## config.mk

```make
export PLATFORM = sky130hd
export DESIGN_NAME = mdio_cmd_master
export DESIGN_NICKNAME = d
export VERILOG_FILES = /design/src/rtl/mdio_cmd_pkg.sv /design/src/rtl/mdio_clk_gen.sv /design/src/rtl/mdio_frame_seq.sv /design/src/rtl/mdio_cmd_master.sv
export SDC_FILE = /design/constraint.sdc
export NUM_CORES = 1
export LEC_CHECK = 0
export ABC_AREA = 1
export CORE_UTILIZATION = 40
export CTS_CLUSTER_DIAMETER = 60
export DETAILED_ROUTE_END_ITERATION = 8
export DONT_BUFFER_PORTS = 1
export PLACE_DENSITY_LB_ADDON = 0.15
export SLEW_MARGIN = 20
export SYNTH_ARGS = -nofsm -noshare
export SYNTH_HDL_FRONTEND = slang
export SYNTH_SLANG_ARGS = --single-unit
```

## constraint.sdc

```tcl
create_clock -name clk -period 2.39 [get_ports clk]
set_input_delay 0.3585 -clock clk [delete_from_list [all_inputs] [get_ports clk]]
set_output_delay 0.3585 -clock clk [all_outputs]
set_load 0.02 [all_outputs]
```

## src/rtl/mdio_cmd_pkg.sv

```systemverilog
// Package: shared field positions and frame constants for the
// management master. Assumes a 32-bit command/status word.
package mdio_cmd_pkg;
    localparam int CMD_W      = 32;
    localparam int DATA_W     = 16;
    localparam int ADDR_W     = 5;
    localparam int REG_LSB    = 16;
    localparam int PHY_LSB    = 21;
    localparam int WR_BIT     = 26;
    localparam int RD_BIT     = 27;
    localparam int DONE_BIT   = 28;
    localparam int PRE_LEN    = 35;
    // header after preamble: start(2) op(2) phy(5) reg(5) ta(2) data(16)
    localparam int HDR_LEN    = 2 + 2 + 2 * ADDR_W + 2 + DATA_W;
    localparam int TA_OFS     = 2 + 2 + 2 * ADDR_W;

    typedef enum logic [1:0] {
        OPC_WRITE = 2'b01,
        OPC_READ  = 2'b10
    } opcode_t;
endpackage

```

## src/rtl/mdio_clk_gen.sv

```systemverilog
// Module: MDC generator. While run is high, produces MDC with
// MDC_HALF clock cycles low followed by MDC_HALF cycles high, starting
// low. Flags the cycle before MDC rises (sample point) and the cycle
// before MDC falls (end of a bit). Assumes MDC_HALF >= 1.
module mdio_clk_gen #(
    parameter int MDC_HALF = 4
) (
    input  logic clk,
    input  logic rst_n,
    input  logic run,
    output logic mdc,
    output logic rise_tick,
    output logic bit_end
);
    localparam int CW = (MDC_HALF > 1) ? $clog2(MDC_HALF) : 1;
    localparam logic [CW-1:0] LAST = CW'(MDC_HALF - 1);

    logic [CW-1:0] cnt_q;
    logic          mdc_q;

    // Purpose: count half periods and toggle MDC while running.
    always_ff @(posedge clk) begin
        if (!rst_n || !run) begin
            cnt_q <= '0;
            mdc_q <= 1'b0;
        end else if (cnt_q == LAST) begin
            cnt_q <= '0;
            mdc_q <= ~mdc_q;
        end else begin
            cnt_q <= cnt_q + 1'b1;
        end
    end

    assign mdc       = mdc_q;
    assign rise_tick = run && !mdc_q && (cnt_q == LAST);
    assign bit_end   = run &&  mdc_q && (cnt_q == LAST);
endmodule

```

## src/rtl/mdio_frame_seq.sv

```systemverilog
// Module: frame sequencer. On start, latches the header and walks the
// bit index across preamble and header, one bit per bit_end. Drives
// the data pin, releases it for read turnaround and data, and shifts
// in read data at each rise_tick. Assumes start only arrives when idle.
module mdio_frame_seq
    import mdio_cmd_pkg::*;
(
    input  logic              clk,
    input  logic              rst_n,
    input  logic              start,
    input  logic              is_read,
    input  logic [ADDR_W-1:0] phy_addr,
    input  logic [ADDR_W-1:0] reg_addr,
    input  logic [DATA_W-1:0] wdata,
    input  logic              rise_tick,
    input  logic              bit_end,
    input  logic              mdio_i,
    output logic              busy,
    output logic              finish,
    output logic              mdio_o,
    output logic              mdio_oe,
    output logic [DATA_W-1:0] rdata
);
    localparam int FLEN_WR = PRE_LEN + HDR_LEN;
    localparam int FLEN_RD = PRE_LEN + HDR_LEN - 1;
    localparam int IW      = $clog2(FLEN_WR + 1);
    localparam logic [IW-1:0] LAST_WR  = IW'(FLEN_WR - 1);
    localparam logic [IW-1:0] LAST_RD  = IW'(FLEN_RD - 1);
    localparam logic [IW-1:0] PRE_I    = IW'(PRE_LEN);
    localparam logic [IW-1:0] TA_I     = IW'(PRE_LEN + TA_OFS);
    localparam logic [IW-1:0] DSTART_I = IW'(PRE_LEN + TA_OFS + 1);
    localparam int HW = $clog2(HDR_LEN);

    logic [IW-1:0]      idx_q;
    logic [HDR_LEN-1:0] hdr_q;
    logic               rd_q;
    logic               busy_q;
    logic [DATA_W-1:0]  shift_q;
    logic [IW-1:0]      last_idx;
    logic [IW-1:0]      hdr_off;
    opcode_t            opc;

    assign opc      = is_read ? OPC_READ : OPC_WRITE;
    assign last_idx = rd_q ? LAST_RD : LAST_WR;
    assign hdr_off  = idx_q - PRE_I;

    // Purpose: load the frame on start and step through its bits.
    always_ff @(posedge clk) begin
        if (!rst_n) begin
            busy_q <= 1'b0;
            idx_q  <= '0;
            rd_q   <= 1'b0;
            hdr_q  <= '0;
        end else if (start) begin
            busy_q <= 1'b1;
            idx_q  <= '0;
            rd_q   <= is_read;
            hdr_q  <= {2'b01, opc, phy_addr, reg_addr, 2'b10, wdata};
        end else if (busy_q && bit_end) begin
            if (idx_q == last_idx) busy_q <= 1'b0;
            else                   idx_q  <= idx_q + 1'b1;
        end
    end

    // Purpose: shift in read data on each rising MDC edge of a data bit.
    always_ff @(posedge clk) begin
        if (!rst_n) begin
            shift_q <= '0;
        end else if (busy_q && rd_q && rise_tick && (idx_q >= DSTART_I)) begin
            shift_q <= {shift_q[DATA_W-2:0], mdio_i};
        end
    end

    // Purpose: choose the value and drive enable of the current bit.
    always_comb begin
        if (!busy_q) begin
            mdio_o  = 1'b0;
            mdio_oe = 1'b0;
        end else if (idx_q < PRE_I) begin
            mdio_o  = 1'b1;
            mdio_oe = 1'b1;
        end else if (rd_q && (idx_q >= TA_I)) begin
            mdio_o  = 1'b0;
            mdio_oe = 1'b0;
        end else begin
            mdio_o  = hdr_q[HW'(HDR_LEN - 1) - hdr_off[HW-1:0]];
            mdio_oe = 1'b1;
        end
    end

    assign busy   = busy_q;
    assign finish = busy_q && bit_end && (idx_q == last_idx);
    assign rdata  = shift_q;

    // the data pin is released for the whole read data phase
    a_r6_read_released: assert property (@(posedge clk) disable iff (!rst_n)
        (busy_q && rd_q && rise_tick && (idx_q >= DSTART_I)) |-> !mdio_oe);
endmodule

```

## src/rtl/mdio_cmd_master.sv

```systemverilog
// Module: top of the management master. Holds the command/status
// word, accepts a command only when idle and exactly one of the
// operation bits is set, starts the sequencer, and records completion
// and read data. Assumes software polls the completion bit.
module mdio_cmd_master
    import mdio_cmd_pkg::*;
#(
    parameter int MDC_HALF = 4
) (
    input  logic        clk,
    input  logic        rst_n,
    input  logic        cmd_wr,
    input  logic [31:0] cmd_wdata,
    output logic [31:0] cmd_rdata,
    output logic        mdc,
    output logic        mdio_o,
    output logic        mdio_oe,
    input  logic        mdio_i
);
    logic [RD_BIT:0]   cmd_q;
    logic              done_q;
    logic              accept;
    logic              busy;
    logic              finish;
    logic              rise_tick;
    logic              bit_end;
    logic [DATA_W-1:0] rdata;

    assign accept = cmd_wr && !busy && (cmd_wdata[WR_BIT] ^ cmd_wdata[RD_BIT]);

    // Purpose: keep the accepted command, completion flag and read result.
    always_ff @(posedge clk) begin
        if (!rst_n) begin
            cmd_q  <= '0;
            done_q <= 1'b0;
        end else if (accept) begin
            cmd_q  <= cmd_wdata[RD_BIT:0];
            done_q <= 1'b0;
        end else if (finish) begin
            done_q <= 1'b1;
            if (cmd_q[RD_BIT]) cmd_q[DATA_W-1:0] <= rdata;
        end
    end

    assign cmd_rdata = {{(CMD_W - DONE_BIT - 1){1'b0}}, done_q, cmd_q};

    mdio_clk_gen #(.MDC_HALF(MDC_HALF)) clk_gen_i (
        .clk       (clk),
        .rst_n     (rst_n),
        .run       (busy),
        .mdc       (mdc),
        .rise_tick (rise_tick),
        .bit_end   (bit_end)
    );

    mdio_frame_seq seq_i (
        .clk       (clk),
        .rst_n     (rst_n),
        .start     (accept),
        .is_read   (cmd_wdata[RD_BIT]),
        .phy_addr  (cmd_wdata[PHY_LSB +: ADDR_W]),
        .reg_addr  (cmd_wdata[REG_LSB +: ADDR_W]),
        .wdata     (cmd_wdata[DATA_W-1:0]),
        .rise_tick (rise_tick),
        .bit_end   (bit_end),
        .mdio_i    (mdio_i),
        .busy      (busy),
        .finish    (finish),
        .mdio_o    (mdio_o),
        .mdio_oe   (mdio_oe),
        .rdata     (rdata)
    );

    // a write during a frame leaves the command fields unchanged
    a_r9_busy_ignores: assert property (@(posedge clk) disable iff (!rst_n)
        (busy && cmd_wr) |=> $stable(cmd_q[RD_BIT:REG_LSB]));
    // completion and a running frame never coexist
    a_r8_done_excl: assert property (@(posedge clk) disable iff (!rst_n)
        !(busy && done_q));
    // completion rises only at the end of a running frame
    a_r8_done_after_frame: assert property (@(posedge clk) disable iff (!rst_n)
        $rose(done_q) |-> $past(busy));
    // pins quiet while idle
    a_r11_idle_quiet: assert property (@(posedge clk) disable iff (!rst_n)
        !busy |-> (!mdc && !mdio_oe && !mdio_o));
    // data pin holds while MDC stays high
    a_r7_hold_high: assert property (@(posedge clk) disable iff (!rst_n)
        (mdc && $past(mdc)) |-> ($stable(mdio_o) && $stable(mdio_oe)));
endmodule

```

==> run metrics <==
PD cells=722 nW/um2; share of layout cells above drive strength 1=0.126; number of antenna violations at the first check in global routing=0; number of buffers added for setup after CTS=0; worst min-delay path category=input port to flip-flop; fmax=439 MHz; Ys Warns=0; cell area after layout=3760 um2; wire length per cell=14.0 um; sequential area share after synthesis=0.422; FF-to-FF setup slack=between 500 and 600 ps; Die Width=95.7 um; LEAKAGE=1.56 nW; Buf/Inv on CP=3; Reg-to-Reg End=seq_i.idx_q[4]$_SDFFE_PP0P_; pre-CTS WS=271 ps; slowest library cell on the worst path=dfxtp_4; CP Launch Type=flip-flop; reg-to-reg critical path startpoint=seq_i.idx_q[0]$_SDFFE_PP0P_; CTS Buffer Depth=2; Final nets=520; internal power=2.00 mW; Final Max Tran Viols=0; drt pass-1 iters=4; Area contributors post-synth=dfxtp_1 (42%), nand2_1 (15%), nor2_1 (6.5%); die height=95.7 um; synthesized area per cell=7.08 um2; Post-Layout Cell Count=590; DRC=0; Data required, critical path=2030 ps; CTS tree=done; number of cells after detailed placement=574; Max rail drop VDD=0.000283 V; global-route wire length before repair=13300 um; area share of the largest cell type after synthesis=0.422; Initial Util=0.421; Clock Tree Root=clkbuf_8; largest net degree at the start of global routing=48; crit-path most repeated cell=nand3_1; status=finished clean; clk_lat worst skew=350 ps; crit-path max cell delay=370 ps; Hold Crit Depth=1; Crit. End Element=output pin; Die ar.=9150 um2; antenna diode count=0; CTS Hold Buffers Added=0; Final WS setup=115 ps; asr flop ratio synth=0; Cell Area, Synth=3510 um2; total CTS buffers=9; worst path arrival time=1920 ps; Slew headroom=0.655; vias in the first global route=~2800; gr ovfl total=0; Area growth syn-to-layout=7.09%; DRT iter0 DRCs=91; R2R depth=9; highest metal used=met4; Ports=71; CTS H-tree depth=3; Post-synth EDFFs=0; RePlAce Congestion=0.862; core area=8340 um2; antenna viol nets, final=0; total clock sinks=74; Worst Max-Slew Pin Slew=519 ps; Gate power share=0.077; CTS clk-pin slew, worst paths=80 ps; Synth Instances=496; hold_sp=cmd_wdata[26]; # setup viols final=0; Max Cap Violations=0; worst-path fanout max=9; area leader, netlist=dfxtp_1; post-layout min period=2280 ps; worst path cell trace=inv_2 > ha_4 > buf_6 > nand3_1 > nand3_1 > nand3_1 > nand3_2 > nand3_2 > a21oi_2 > buf_6; Flop pwr share=0.498; PortBufs=0; placed cell areas=3450 um2; Final Hold Vio Count=0; Synth Register Bits=74; Main synth FF type=dfxtp_1; via density per instance=around 5.0; total global routing track utilization=0.194; count of unique library cells instantiated by Yosys=37; Vias=slightly below 3000; Total Wirelength=8270 um; delay-heaviest family, CP=simple AND/OR/NAND/NOR gates; wire length on met3=between 300 and 400 um; Final Skew=6.53 ps; met2 wire length=3790 um; M1 WL=3950 um; Period Utilization, post-route=0.952; Switching Share=0.262; Switch Pwr=712 uW; HPWL after DPL=around 5800 um; row count=33; Clk network pwr share=0.425; WS Path Type=flip-flop to output pin; Hold Path Sink=seq_i.hdr_q[29]$_SDFFE_PN0P_
==> final cells by class <==
| cell class | instances | area, um2 |
|---|---|---|
| inverter | 34 | 134 |
| tap | 105 | 131 |
| clock buffer | 11 | 151 |
| multi-input combinational | 352 | 1690 |
| fill | 909 | 4580 |
| timing repair buffer | 9 | 78.8 |
| sequential | 74 | 1490 |
| clock inverter | 5 | 85.1 |
==> worst reg2reg max path, cell delays in order, from the launching register on <==
cell and delay [ps]:
dfxtp_4 360, inv_2 80, buf_4 250, nand2_1 80, nand3_1 140, nor3_4 60
nor2_2 310, nand2_1 140, o21ai_0 210, a21oi_1 60
==> layer usage <==
| metal | up-vias | track usage |
|---|---|---|
| li1 | 1536 | - |
| met4 | 0 | 0.0833 |
| met3 | 17 | 0.0478 |
| met2 | 64 | 0.309 |
| met5 | - | 0 |
| met1 | 1348 | 0.248 |
==> worst max-delay path by stage <==
stage	startpoint	slack [ps]	end	depth (start not counted)
floorplan	seq_i.idx_q[0]$_SDFFE_PP0P_	50	mdio_o	13
global placement	seq_i.idx_q[0]$_SDFFE_PP0P_	280	mdio_o	12
detailed placement	seq_i.idx_q[0]$_SDFFE_PP0P_	270	mdio_o	12
CTS	seq_i.idx_q[0]$_SDFFE_PP0P_	8	mdio_o	12
global route	seq_i.idx_q[0]$_SDFFE_PP0P_	-6	mdio_o	10
finish	seq_i.idx_q[0]$_SDFFE_PP0P_	110	mdio_o	10
==> power groups by stage <==
stage	clock network, mW	logic, mW	registers, mW
5_1_grt	1.23	0.240	1.36
3_5_place_dp	0	0.209	1.38
6_report	1.15	0.209	1.35
3_3_place_gp	0	0.207	1.38
2_1_floorplan	0	0.215	1.36
4_1_cts	1.18	0.210	1.35
==> Yosys cell counts (4+ instances only) <==
cell type  number
nand2_1       142
clkbuf_1        8
nand3_1        40
inv_1          25
buf_4          17
dfxtp_1        74
ha_1            4
inv_2           6
buf_2           4
xor2_1          4
buf_6           6
o21ai_0        33
a21oi_1        30
o21ai_1        14
nor2_1         61
==> layout by cell type, fill, tap and decap left out, types with 3 or more instances in the layout <==
master / synthesis / layout
xor2_1: 4 / 4
dfxtp_1: 74 / 71
o21ai_0: 33 / 32
inv_2: 6 / 8
conb_1: 1 / 3
clkbuf_8: 0 / 11
o21ai_1: 14 / 15
nand2_2: 3 / 7
inv_1: 25 / 23
nor2_1: 61 / 61
nand2_1: 142 / 137
nand3_2: 0 / 3
a21oi_1: 30 / 29
buf_6: 6 / 3
nand3_1: 40 / 37
buf_4: 17 / 6
==> cells by family (layout without fill, tap and decap cells) <==
kind of cell / Yosys count / in the layout / share of synthesized area
flip-flops: 74 / 74 / 0.422
other: 1 / 3 / 0.00107
XOR/XNOR: 4 / 4 / 0.00998
AND/OR/NAND/NOR: 258 / 258 / 0.315
adder cells (fa/ha/maj): 4 / 4 / 0.0143
buffers and inverters: 72 / 59 / 0.116
AO/OA/AOI/OAI: 83 / 83 / 0.122
==> state kept, by name, summed over array words and instances, names as in the netlist <==
name             flops
seq_i.idx_q          7
seq_i.busy           1
clk_gen_i.cnt_q      2
clk_gen_i.mdc        1
seq_i.hdr_q         19
cmd_q               27
done_q               1
seq_i.rdata         16
==> timing repair <==
action,CTS,global route
gates cloned,0,0
gates resized for setup,9,13
hold endpoints to repair,0,0
pin swaps,2,3
setup endpoints to repair,1,1
==> stage by stage <==
| step | total power, mW | utilization | hold slack [ps] | TNS (ps) |
|---|---|---|---|---|
| 2_1_floorplan | 1.57 | - | 404 | 0 |
| 3_3_place_gp | 1.59 | 0.413 | 412 | 0 |
| 3_5_place_dp | 1.59 | 0.413 | 423 | 0 |
| 4_1_cts | 2.74 | 0.444 | 71.6 | 0 |
| 5_1_grt | 2.83 | 0.451 | 70.8 | -5.77 |
| 6_report | 2.71 | 0.451 | 81.6 | 0 |
No activity file was read; power rests on OpenSTA's default activity.
